`config.mk`:
```
export PLATFORM = sky130hd
export DESIGN_NAME = cache_refill_ctrl
export DESIGN_NICKNAME = d
export VERILOG_FILES = /design/src/rtl/cache_refill_pkg.sv /design/src/rtl/cache_tag_cmp.sv /design/src/rtl/cache_refill_fsm.sv /design/src/rtl/cache_refill_ctrl.sv
export SDC_FILE = /design/constraint.sdc
export NUM_CORES = 1
export LEC_CHECK = 0
export ABC_AREA = 1
export BUFFER_PORTS_ARGS = -buffer_cell sky130_fd_sc_hd__buf_2
export CAP_MARGIN = 20
export CORE_MARGIN = 2
export CORE_UTILIZATION = 45
export DETAILED_ROUTE_END_ITERATION = 10
export PLACE_DENSITY_LB_ADDON = 0.1
export SLEW_MARGIN = 40
export SYNTH_ARGS = -nofsm -noshare
export SYNTH_HDL_FRONTEND = slang
export SYNTH_SLANG_ARGS = --single-unit
```
`constraint.sdc`:
```
create_clock -name clk_i -period 2.3 [get_ports clk_i]
set_input_delay 0.345 -clock clk_i [delete_from_list [all_inputs] [get_ports clk_i]]
set_output_delay 0.345 -clock clk_i [all_outputs]
set_load 0.05 [all_outputs]
```
`src/rtl/cache_refill_pkg.sv`:
```
package cache_refill_pkg;
  localparam int unsigned TAG_W = 20;
  localparam int unsigned PAR_W = 4;
  localparam int unsigned GRP_W = TAG_W / PAR_W;
  localparam int unsigned LEN_W = 6;
  localparam int unsigned OFF_W = 5;

  typedef enum logic [1:0] {
    CMP_ALL     = 2'd0,
    CMP_NO_HI   = 2'd1,
    CMP_NO_LO   = 2'd2,
    CMP_NO_BOTH = 2'd3
  } cmp_mode_e;

  typedef enum logic [1:0] {
    ST_CFG,
    ST_IDLE,
    ST_REQ,
    ST_FILL
  } fill_state_e;

  function automatic logic [PAR_W-1:0] tag_parity(input logic [TAG_W-1:0] tag);
    logic [PAR_W-1:0] p;
    for (int g = 0; g < PAR_W; g++) p[g] = ^tag[g*GRP_W +: GRP_W];
    return p;
  endfunction

  function automatic logic [TAG_W-1:0] cmp_mask(input cmp_mode_e m);
    logic [TAG_W-1:0] k;
    k = '1;
    if (m[0]) k[TAG_W-1 -: 4] = '0;
    if (m[1]) k[3:0] = '0;
    return k;
  endfunction

  function automatic logic [LEN_W-1:0] blk_words(input logic [2:0] sel);
    case (sel)
      3'd0:    return LEN_W'(1);
      3'd1:    return LEN_W'(4);
      3'd2:    return LEN_W'(8);
      3'd3:    return LEN_W'(16);
      default: return LEN_W'(32);
    endcase
  endfunction
endpackage

```
`src/rtl/cache_tag_cmp.sv`:
```
module cache_tag_cmp
  import cache_refill_pkg::*;
(
  input  cmp_mode_e        mode_i,
  input  logic [TAG_W-1:0] stored_tag_i,
  input  logic [PAR_W-1:0] stored_par_i,
  input  logic [TAG_W-1:0] req_tag_i,
  output logic             match_o,
  output logic             par_err_o
);
  logic [PAR_W-1:0] grp_bad;

  for (genvar g = 0; g < PAR_W; g++) begin : g_grp
    assign grp_bad[g] = ^{stored_tag_i[g*GRP_W +: GRP_W], stored_par_i[g]};
  end

  // parity covers all groups regardless of mode
  assign par_err_o = |grp_bad;
  assign match_o   = ~|((stored_tag_i ^ req_tag_i) & cmp_mask(mode_i));
endmodule

```
`src/rtl/cache_refill_fsm.sv`:
```
module cache_refill_fsm
  import cache_refill_pkg::*;
#(
  parameter int unsigned WA_W  = 30,
  parameter int unsigned IDX_W = 10
) (
  input  logic             clk_i,
  input  logic             rst_ni,
  input  logic             start_i,
  input  logic [WA_W-1:0]  addr_i,
  input  logic [2:0]       blk_sel_i,
  input  logic             mem_valid_i,
  output fill_state_e      state_o,
  output logic             mem_req_o,
  output logic [WA_W-1:0]  mem_addr_o,
  output logic [LEN_W-1:0] mem_len_o,
  output logic             fill_we_o,
  output logic [IDX_W-1:0] fill_idx_o,
  output logic [TAG_W-1:0] fill_tag_o,
  output logic             crit_beat_o
);
  fill_state_e      state_q, state_d;
  logic [WA_W-1:0]  base_q;
  logic [LEN_W-1:0] len_q, cnt_q;
  logic [OFF_W-1:0] crit_q;

  logic [LEN_W-1:0] len_n;
  logic [OFF_W-1:0] off_mask;
  logic [WA_W-1:0]  fill_word;
  logic             beat, last_beat;

  assign len_n    = blk_words(blk_sel_i);
  assign off_mask = len_n[OFF_W-1:0] - OFF_W'(1);

  assign beat      = (state_q == ST_FILL) && mem_valid_i;
  assign last_beat = (cnt_q == len_q - LEN_W'(1));
  assign fill_word = base_q + WA_W'(cnt_q);

  always_comb begin
    state_d = state_q;
    unique case (state_q)
      ST_CFG:  state_d = ST_IDLE;
      ST_IDLE: if (start_i) state_d = ST_REQ;
      ST_REQ:  state_d = ST_FILL;
      ST_FILL: if (beat && last_beat) state_d = ST_IDLE;
      default: state_d = ST_IDLE;
    endcase
  end

  always_ff @(posedge clk_i or negedge rst_ni) begin
    if (!rst_ni) begin
      state_q <= ST_CFG;
      base_q  <= '0;
      len_q   <= '0;
      cnt_q   <= '0;
      crit_q  <= '0;
    end else begin
      state_q <= state_d;
      if (state_q == ST_IDLE && start_i) begin
        base_q <= addr_i & ~WA_W'(off_mask);
        len_q  <= len_n;
        crit_q <= addr_i[OFF_W-1:0] & off_mask;
        cnt_q  <= '0;
      end else if (beat) begin
        cnt_q <= cnt_q + LEN_W'(1);
      end
    end
  end

  assign state_o     = state_q;
  assign mem_req_o   = (state_q == ST_REQ);
  assign mem_addr_o  = base_q;
  assign mem_len_o   = len_q;
  assign fill_we_o   = beat;
  assign fill_idx_o  = fill_word[IDX_W-1:0];
  assign fill_tag_o  = fill_word[WA_W-1 -: TAG_W];
  assign crit_beat_o = beat && (cnt_q == {1'b0, crit_q});
endmodule

```
`src/rtl/cache_refill_ctrl.sv`:
```
module cache_refill_ctrl
  import cache_refill_pkg::*;
#(
  parameter int unsigned WA_W   = 30,
  parameter int unsigned IDX_W  = 10,
  parameter int unsigned DATA_W = 32
) (
  input  logic              clk_i,
  input  logic              rst_ni,
  input  logic [1:0]        tag_mode_i,
  input  logic              req_i,
  input  logic [WA_W-1:0]   addr_i,
  input  logic [2:0]        blk_sel_i,
  output logic              ready_o,
  output logic              rsp_valid_o,
  output logic              rsp_hit_o,
  output logic [DATA_W-1:0] rsp_data_o,
  output logic              perr_o,
  output logic [IDX_W-1:0]  cache_rd_idx_o,
  input  logic [TAG_W-1:0]  cache_rd_tag_i,
  input  logic [PAR_W-1:0]  cache_rd_par_i,
  input  logic [DATA_W-1:0] cache_rd_data_i,
  output logic              cache_we_o,
  output logic [IDX_W-1:0]  cache_wr_idx_o,
  output logic [TAG_W-1:0]  cache_wr_tag_o,
  output logic [PAR_W-1:0]  cache_wr_par_o,
  output logic [DATA_W-1:0] cache_wr_data_o,
  output logic              mem_req_o,
  output logic [WA_W-1:0]   mem_addr_o,
  output logic [LEN_W-1:0]  mem_len_o,
  input  logic              mem_valid_i,
  input  logic [DATA_W-1:0] mem_data_i
);
  fill_state_e      state;
  cmp_mode_e        mode_q;
  logic             fire, match, par_err, hit, crit_beat;
  logic [TAG_W-1:0] fill_tag;

  logic              rsp_valid_q, rsp_hit_q, perr_q;
  logic [DATA_W-1:0] rsp_data_q;

  assign ready_o        = (state == ST_IDLE);
  assign fire           = req_i && ready_o;
  assign cache_rd_idx_o = addr_i[IDX_W-1:0];
  assign hit            = match && !par_err;

  cache_tag_cmp u_cmp (
    .mode_i      (mode_q),
    .stored_tag_i(cache_rd_tag_i),
    .stored_par_i(cache_rd_par_i),
    .req_tag_i   (addr_i[WA_W-1 -: TAG_W]),
    .match_o     (match),
    .par_err_o   (par_err)
  );

  cache_refill_fsm #(.WA_W(WA_W), .IDX_W(IDX_W)) u_fsm (
    .clk_i      (clk_i),
    .rst_ni     (rst_ni),
    .start_i    (fire && !hit),
    .addr_i     (addr_i),
    .blk_sel_i  (blk_sel_i),
    .mem_valid_i(mem_valid_i),
    .state_o    (state),
    .mem_req_o  (mem_req_o),
    .mem_addr_o (mem_addr_o),
    .mem_len_o  (mem_len_o),
    .fill_we_o  (cache_we_o),
    .fill_idx_o (cache_wr_idx_o),
    .fill_tag_o (fill_tag),
    .crit_beat_o(crit_beat)
  );

  // mode is taken once, on the first edge out of reset
  always_ff @(posedge clk_i or negedge rst_ni) begin
    if (!rst_ni) mode_q <= CMP_ALL;
    else if (state == ST_CFG) mode_q <= cmp_mode_e'(tag_mode_i);
  end

  always_ff @(posedge clk_i or negedge rst_ni) begin
    if (!rst_ni) begin
      rsp_valid_q <= 1'b0;
      rsp_hit_q   <= 1'b0;
      perr_q      <= 1'b0;
      rsp_data_q  <= '0;
    end else begin
      rsp_valid_q <= (fire && hit) || crit_beat;
      rsp_hit_q   <= fire && hit;
      perr_q      <= fire && par_err;
      if (fire && hit)   rsp_data_q <= cache_rd_data_i;
      else if (crit_beat) rsp_data_q <= mem_data_i;
    end
  end

  assign rsp_valid_o     = rsp_valid_q;
  assign rsp_hit_o       = rsp_hit_q;
  assign rsp_data_o      = rsp_data_q;
  assign perr_o          = perr_q;
  assign cache_wr_tag_o  = fill_tag;
  assign cache_wr_par_o  = tag_parity(fill_tag);
  assign cache_wr_data_o = mem_data_i;
endmodule

```
=== Word-level counts from Yosys, hierarchy flattened ===
Index checks and enable logic that the tools add are counted.

* Muxes and demuxes: 10
* Equal/unequal tests: 10
* Reductions and logical operators: 28
* Bitwise logic cells: 5
* $add $sub $neg: 4

{| class="wikitable"
|+ Operators with widths
! kind !! count
|-
| 2-to-1 mux 32 bit || 2
|-
| adder 30 x 6 -> 30 bit || 1
|-
| AND 30 bit || 1
|-
| NOT 5 -> 30 bit || 1
|-
| one-hot mux 6 bit (4 select lines) || 1
|-
| XOR reduction 6 bit || 4
|-
| AND 20 bit || 1
|-
| OR reduction 20 bit || 1
|-
| XOR reduction 5 bit || 4
|-
| bitwise XOR 20 bit || 1
|-
| 2-to-1 mux 6 bit || 2
|-
| logical AND 1 bit || 9
|-
| 2-to-1 mux 4 bit || 2
|-
| one-hot mux 2 bit (4 select lines) || 1
|-
| adder 6 x 1 -> 6 bit (second input constant) || 1
|-
| equality test 3 x 2 -> 1 bit (second input constant) || 2
|-
| equality test 6 x 5 -> 1 bit || 1
|-
| equality test 6 bit || 1
|-
| subtractor 6 x 1 -> 6 bit (second input constant) || 1
|-
| AND 5 bit || 1
|-
| subtractor 5 x 1 -> 5 bit (second input constant) || 1
|-
| equality test 2 bit (second input constant) || 2
|-
| 2-to-1 mux 2 bit || 2
|-
| nonzero test 2 bit || 2
|-
| 10 further kinds || 12
|}

* Output and inout bits: 150
* Register bits after elaboration: 86
* Input bits: 127

=== Depth between registers and ports, before layout ===
Gate-level depths: netlist of run 1.

* Word-level depth: 9
* Mapped depth: 18
* Gate-level depth less buffers: 18

=== Hierarchy ===
Synthesis of run 1 repeated with hierarchy kept, for this count alone.

* Cells, all modules: 950
* Area total of the unflattened synthesis: 6387.4 um^2

{| class="wikitable"
|+ By module, submodules not included
! module !! seq. area each (um^2) !! times used !! cells an instance !! area an instance (um^2)
|-
| cache_refill_fsm || 1201.2 || 1 || 431 || 3165.5
|-
| cache_refill_ctrl || 925.9 || 1 || 399 || 2615.0
|-
| cache_tag_cmp || 0.0 || 1 || 120 || 606.8
|}

=== Worst setup path after synthesis of run 1 ===
No wires, ideal clock.

* Kind: register to output
* From: reg u_fsm.base_q[0], in the netlist u_fsm.mem_addr_o[0]
* To: out cache_wr_par_o[0]
* Stages on the path, launching flop included: 13
* Arrival: 3.327 ns
* Buffers on the path: 0
* Required time: 1.955 ns
* Setup slack: -1.372 ns
* Path through: dfrtp_1 -> ha_1 -> inv_1 -> fa_1 -> inv_1 -> nand3_1 -> nand2_2 -> nand2_1 -> xnor2_1 -> nand3_1 -> nand2_1 -> nand2_1 -> nand2_1

* Cells in the longest elaborated chain, start to end: 2

{| class="wikitable"
|+ RTL lines
! element !! line !! text
|-
| from (decl) || cache_refill_fsm.sv:23 || <nowiki>logic [WA_W-1:0] base_q;</nowiki>
|-
| from (signal assigned) || cache_refill_fsm.sv:60 || <nowiki>base_q <= addr_i & ~WA_W'(off_mask);</nowiki>
|-
| adder 30 x 6 -> 30 bit || cache_refill_fsm.sv:37 || <nowiki>assign fill_word = base_q + WA_W'(cnt_q);</nowiki>
|-
| via cache_wr_tag_o[4] || cache_refill_ctrl.sv:25 || <nowiki>output logic [TAG_W-1:0] cache_wr_tag_o,</nowiki>
|-
| XOR reduction 5 bit || cache_refill_pkg.sv:24 || <nowiki>for (int g = 0; g < PAR_W; g++) p[g] = ^tag[g*GRP_W +: GRP_W];</nowiki>
|-
| to (decl) || cache_refill_ctrl.sv:26 || <nowiki>output logic [PAR_W-1:0] cache_wr_par_o,</nowiki>
|}

The timed path passes the listed nets, and every way through them passes these cells.

=== Worst setup path in the final report of run 1 ===
* From: reg u_fsm.base_q[2], in the netlist u_fsm.mem_addr_o[2]
* To: out cache_wr_par_o[3]

* Cells in the longest elaborated chain, start to end: 2

{| class="wikitable"
|+ RTL lines
! element !! line
|-
| adder 30 x 6 -> 30 bit || cache_refill_fsm.sv:37
|-
| XOR reduction 5 bit || cache_refill_pkg.sv:24
|}

Every way passes these cells.

==> run metrics, run 1 <==
status=finished, violations left; failing checks=negative hold slack, negative setup slack; NumNets Final=between 1,000 and 1,500; Final setup viols=29; Peak Freq=around 0.35 GHz; global-route wire length before repair=around 32 mm; worst-path maximum fanout=7; critical-path cell list=ha_4, nand2_1, nor2_2, nand3_2, nand2_8, nand2_2, nand2_2, nand2_4, inv_1, nand2_1, nand3_1, nand3_1, nand2_4, buf_8; initial antenna violation count=2; fillers=1,267; die area=~16,000 um2; Pleak=about 5.7 nW; Sw Share=between 50 and 60%; final WL=approximately 21 mm; PortBufs=around 280; internal power=just over 6 mW; VDD IR max=approximately 0.88 mV; Syn Nets=approximately 1,200; grt total ovfl=0; Tightest Pin Transition=584 ps; # rows=44; Crit path largest cell delay=~430 ps; CP Launch Type=flip-flop; vias per inst=roughly 4.8; core area=14,400 um2; # IOs=between 200 and 300; Starting Density=45.6%; worst hold slack=-6.98 ps; Final GP Congestion=just over 0.9; clk slew on worst S/H paths=70 ps; Sink Count=between 80 and 90; share of layout cells above drive strength 1=roughly two fifths; final hold violation count=6; Clk network pwr share=10.9%; CP required=between 1500 and 2000 ps; Synth cell types=33; reg-to-reg setup timing slack=330 ps; flip-flop and latch area=between 2000 and 2500 um2; CTS tree=built; post-route ant nets=0; fin crit period=~2900 ps; sequential fraction of the synthesis area=~32%; slowest CP cell=dfrtp_2; footprint of the multi-input gates=roughly 4200 um2; Routed WL per cell=13.6 um; Mapped Area=6570 um2; Seq pwr share=between 15 and 20%; HPWL Detailed=around 16 mm; Die W=125 um; Buf+Inv Stages, Crit Path=2; clk buf depth=2; RSZ-0062 raised after global routing=true; First DRT Iteration DRCs=260; vias in the first global route=a little under 7,000; PwrDens=~1300 nW/um2; H-Tree Depth=3; Detailed Routing Iterations Pass 1=5; Seq cells post-synth=85; Synth Warn #=0; Worst Path Arrival=2510 ps; CTS Buf Count=9; total of max-cap violations=0; Area growth, synth to finish=51.9%; crit-path leading delay family=simple AND/OR/NAND/NOR gates; via count=roughly 7,300; clock insertion delay at the later pin of the skew report=around 350 ps; largest net degree at the start of global routing=66; fin. max-slew vios=0; critical path class=reg -> out; Final Power=roughly 13 mW; die height=between 100 and 150 um; final setup skew=about 7.4 ps; GRT Util Overall=25.7%; Slew HR=roughly 61%; Logic pwr share=between 60% and 70%; CTS root buffer=clkbuf_16; DRC Markers=0; P_sw=between 7 and 8 mW; setup ws final=-560 ps; syn_area_per_cell=~6.4 um2; CP endpoint kind=output port; class of the worst hold path=in -> async; Final Cycle Share=124%; Mapped Cells=about 1,000
-- routing by layer --
layer	vias to the layer above	global-route usage [%]	share of wire [%]
li1	3724	-	-
met1	3318	30.1	40
met2	235	46.5	52
met3	39	5.20	5.8
met4	0	9.35	2.6
met5	-	0	0
-- cell usage in the layout, fill, tap and decap left out, types with 6 or more instances in the layout --
cell	synthesis	layout
nand2_1	367	286
buf_2	7	243
inv_1	154	139
nand3_1	129	107
buf_4	47	76
dfrtp_1	85	76
nor2_1	76	70
nand2_2	4	53
nand2_4	0	31
buf_6	8	30
o21ai_0	29	29
buf_8	0	20
xnor2_1	21	19
nand3_2	0	14
inv_2	2	13
xor2_1	23	13
o21ai_1	13	13
nor2_2	6	9
clkbuf_16	0	9
dfrtp_2	0	9
nand3b_1	8	8
nand3_4	0	8
ha_1	13	7
nand4_1	6	6
xor2_2	0	6
ha_4	0	6
buf_12	0	6
-- per-stage QoR --
| stage | cells | instance area (um2) | util (%) | setup slack (ps) | setup TNS (ps) |
|---|---|---|---|---|---|
| 6_report | 1532 | 9990 | 69.2 | -560 | -7110 |
| 5_1_grt | 1531 | 9980 | 69.2 | -720 | -10070 |
| 4_1_cts | 1523 | 9590 | 66.5 | -543 | -6050 |
| 3_5_place_dp | 1497 | 8700 | 60.3 | -293 | -1210 |
| 3_3_place_gp | 1497 | 8700 | 60.3 | -247 | -871 |
| 2_1_floorplan | 1024 | 6890 | - | -363 | -1770 |
-- flip-flops by register name, indices dropped and copies added, names as in the netlist --
signal / flops
u_fsm.mem_addr_o: 30
u_fsm.mem_len_o: 5
mode_q: 2
rsp_hit_o: 1
rsp_valid_o: 1
u_fsm.state_o: 2
rsp_data_o: 32
perr_o: 1
u_fsm.crit_q: 5
u_fsm.cnt_q: 6
-- repair_timing --
item / in CTS / in global routing
buffers inserted: 13 / 11
hold endpoints to repair: 0 / 0
hold buffers: 0 / 0
pin swaps: 59 / 37
endpoints found under the setup margin: 31 / 31
gates resized for setup: 152 / 88
-- power by group through the flow --
stage	Combinational, mW	Sequential [mW]	Clock, mW
global placement	7.91	2.60	0
CTS	8.88	2.60	1.46
floorplan	3.97	4.36	0
detailed placement	7.98	2.61	0
finish	9.15	2.62	1.43
global route	9.74	2.70	1.54
-- cells in the mapped netlist --
library cell | n | share of area [%]
conb_1 | 1 | 0.057
buf_6 | 8 | 1.4
nor2b_1 | 1 | 0.095
fa_1 | 1 | 0.30
o21bai_1 | 1 | 0.11
nor2_1 | 76 | 4.3
buf_4 | 47 | 5.4
o21ai_1 | 13 | 0.99
buf_1 | 3 | 0.17
inv_2 | 2 | 0.11
or2_2 | 1 | 0.095
nand2_1 | 367 | 21
buf_2 | 7 | 0.53
dfrtp_1 | 85 | 32
xor2_1 | 23 | 3.1
nand2_2 | 4 | 0.38
nand4_2 | 1 | 0.19
clkbuf_1 | 3 | 0.17
or2_1 | 1 | 0.095
nand3_1 | 129 | 9.8
xnor2_1 | 21 | 2.8
o21ai_0 | 29 | 2.2
nand4_1 | 6 | 0.57
a21oi_1 | 3 | 0.23
clkbuf_2 | 1 | 0.076
nor2_2 | 6 | 0.57
nor3_1 | 6 | 0.46
nand3b_1 | 8 | 0.91
o211ai_1 | 1 | 0.11
nand2b_1 | 1 | 0.095
ha_1 | 13 | 2.5
inv_1 | 154 | 8.8
nor4_1 | 1 | 0.095
-- worst reg2reg max path, cell delays in order (launching register included) --
cell and delay, ps:
dfrtp_1 430, ha_1 190, nand2_1 170, nor4_1 410, nand3_2 160, buf_12 230
nor2_1 160, nand2_1 80, nand3_1 90
-- cell type report --
| class | instances | area share (%) |
|---|---|---|
| Clock inverter | 4 | 0.288 |
| Inverter | 156 | 5.98 |
| Multi-Input combinational cell | 714 | 41.8 |
| Antenna cell | 2 | 0.0501 |
| Timing Repair Buffer | 375 | 25.5 |
| Sequential cell | 85 | 21.4 |
| Clock buffer | 12 | 2.67 |
| Tap cell | 184 | 2.31 |
-- cell families after synthesis --
family / Yosys count / share of synthesized area, %
and+or+nand+nor: 608 / 38.7
buffers and inverters: 225 / 16.6
DFF: 85 / 32.4
AOI/OAI and AO/OA: 47 / 3.66
xor gates and xnor gates: 44 / 5.86
adders and majority gates: 14 / 2.78
other: 1 / 0.0571
-- final timing paths --
check                                          from                    to  depth (start not counted)
worst min register to register        rsp_data_o[9]         rsp_data_o[9]                          2
min in group clk_i              cache_rd_data_i[12]        rsp_data_o[12]                          3
max in group asynchronous                    rst_ni  u_fsm.mem_addr_o[13]                          2
worst min-delay path                         rst_ni    u_fsm.mem_len_o[2]                          1
worst max-delay path            u_fsm.mem_addr_o[2]     cache_wr_par_o[3]                         14
worst max register to register     u_fsm.state_o[0]        rsp_data_o[23]                          8
Power figures use the tool's default switching activity.
==> run 2, diff against run 1 <==
Settings changed: RECOVER_POWER set to 50, REMOVE_ABC_BUFFERS set to 1, SLEW_MARGIN 40 to not set.
==> run metrics, run 2 (same netlist as run 1, synthesis figures left out) <==
setup ws final=-571 ps (-11.5 ps); placed cell areas=8380 um2 (-3.7%); Worst Path Arrival=2530 ps (+20 ps); CP Launch Type=flip-flop; HPWL Detailed=15.5 mm (-2.1%); Starting Density=45.6% (unchanged); Final Cycle Share=125% (+0.50 points); die height=125 um (unchanged); # IOs=277 (unchanged); PortBufs=275 (unchanged); CTS Buf Count=9 (unchanged); post-route ant nets=0 (unchanged); GRT Util Overall=25.4% (-0.33 points); worst-path maximum fanout=5 (-2); H-Tree Depth=3 (unchanged); Final setup viols=30 (+3.4%); CP endpoint kind=output port; RSZ-0062 raised after global routing=true; Sink Count=85 (unchanged); Die W=125 um (unchanged); largest net degree at the start of global routing=66 (unchanged); die area=15,600 um2 (unchanged); most frequent cells in the layout=nand2_1, buf_2, inv_1; PwrDens=1340 nW/um2 (+0.92%); Pleak=5.54 nW (-2.9%); DRC Markers=0 (unchanged); Slew HR=30.2% (-31 points); grt total ovfl=0 (unchanged); critical path class=reg -> out; Detailed Routing Iterations Pass 1=5 (unchanged); via count=7,266 (-0.68%); final core utilization=67.2% (-2.0 points); Area growth, synth to finish=47.6%; initial antenna violation count=0 (-2); max reg flops=32 (unchanged); vias in the first global route=6,467 (-5.8%); CTS tree=built; vias per inst=4.71 (-1.3%); class of the worst hold path=in -> reg; worst hold slack=207 ps (+214 ps); Tightest Pin Transition=1050 ps (+464 ps); First DRT Iteration DRCs=308 (+18%); final setup skew=11.4 ps (+3.97 ps); clk buf depth=2 (unchanged); global-route wire length before repair=31.9 mm (-1.3%); final hold violation count=0 (-6); core area=14,400 um2 (unchanged); fin. max-slew vios=0 (unchanged); final WL=20.5 mm (-1.2%); share of layout cells above drive strength 1=33.8% (-7.8 points); VDD IR max=0.709 mV (-20%); clk slew on worst S/H paths=70 ps (about the same); clock insertion delay at the later pin of the skew report=350 ps (about the same); NumNets Final=1,493 (+0.74%); commonest non-fill, non-tap cell in the layout=nand2_1; total of max-cap violations=0 (unchanged); Final GP Congestion=0.876 (-4.3%); failing checks=negative setup slack; fillers=1,384 (+9.2%); Finished Cell Area=9700 um2 (-2.9%); Peak Freq=0.348 GHz (-0.40%); # rows=44 (unchanged); CTS root buffer=clkbuf_16; fin crit period=2870 ps (+11.5 ps); Routed WL per cell=13.3 um (-1.8%); status=finished, violations left; CP required=1960 ps (about the same)
-- run 2: cell count changes in the layout (fill, tap and decap cells not counted), moves of 12 or more --
cell      before  now
nand2_4       31   16
clkbuf_1       0   57
nand2_1      286  321
buf_2        243  187
nand2_2       53   32
buf_4         76   88
-- run 2: final timing paths --
kind,from,endpoint,slack [ps],depth (start not counted)
setup / recovery,u_fsm.cnt_q[0],cache_wr_par_o[1],-570,19
hold / removal,addr_i[5],u_fsm.mem_addr_o[5],210,3
setup reg to reg,u_fsm.cnt_q[1],rsp_data_o[25],220,11
hold reg to reg,rsp_data_o[6],rsp_data_o[6],500,2
max in group asynchronous,rst_ni,u_fsm.mem_addr_o[7],270,3
min in group asynchronous,rst_ni,rsp_data_o[10],720,2
-- run 2: layout make-up --
| cell class | instances | area [um2] | share of cell area [%] |
|---|---|---|---|
| repair buffers | 386 | 2510 | 25.8 |
| inverters | 156 | 591 | 6.09 |
| clock inverters | 5 | 83.8 | 0.864 |
| clock buffers | 11 | 243 | 2.50 |
| diodes | 1 | 2.50 | 0.0258 |
| flip-flops and latches | 85 | 2130 | 21.9 |
| well taps | 184 | 230 | 2.37 |
| multi-input cells | 714 | 3910 | 40.4 |
-- run 2: repair_timing --
action | CTS | global route
buffers inserted | 16 | 17
hold buffers | 1 | 0
resized for setup | 136 | 94
setup endpoints to repair | 31 | 31
pin swaps | 23 | 57
hold endpoints to repair | 9 | 0
-- run 2: critical path, stage by stage, from the launching register on --
cell and delay [ps]:
dfrtp_1 360, ha_2 200, inv_2 50, fa_2 360, inv_2 80, nand3_2 60
nand3_2 100, nand2_1 70, nand2_2 110, nand2_1 70, nand2_1 80, nand2_2 80
inv_2 60, nand2_2 50, nand2_1 50, nand2_1 60, nand2_1 60, nand2_1 40
nand2_1 70, buf_6 160
-- run 2: where the power goes --
group | total, mW | switching [mW] | internal (mW) | leakage, nW
sequential | 2.62 | 0.535 | 2.08 | 1.09
combinational | 8.75 | 5.80 | 2.95 | 4.30
clock | 1.58 | 0.599 | 0.983 | 0.152
total | 12.9 | 6.94 | 6.01 | 5.54
-- run 2: layer usage --
metal	track usage [%]	up-vias	wire length [um]	share of wire [%]
li1	-	3751	-	-
met1	31.9	3276	8630	42
met2	44.8	210	10400	51
met3	4.08	29	1050	5.1
met4	7.91	0	461	2.2
met5	0	-	0	0
-- run 2: through the flow --
step | instances | worst slack, ps | power (mW) | setup TNS [ps]
final | 1542 | -571 | 12.9 | -8560
after floorplan | 955 | -1370 | 7.68 | -34880
after global placement | 1498 | -299 | 10.1 | -1770
after detailed placement | 1498 | -376 | 10.2 | -2730
after CTS | 1530 | -503 | 12.6 | -6300
after global routing | 1541 | -681 | 13.7 | -12150
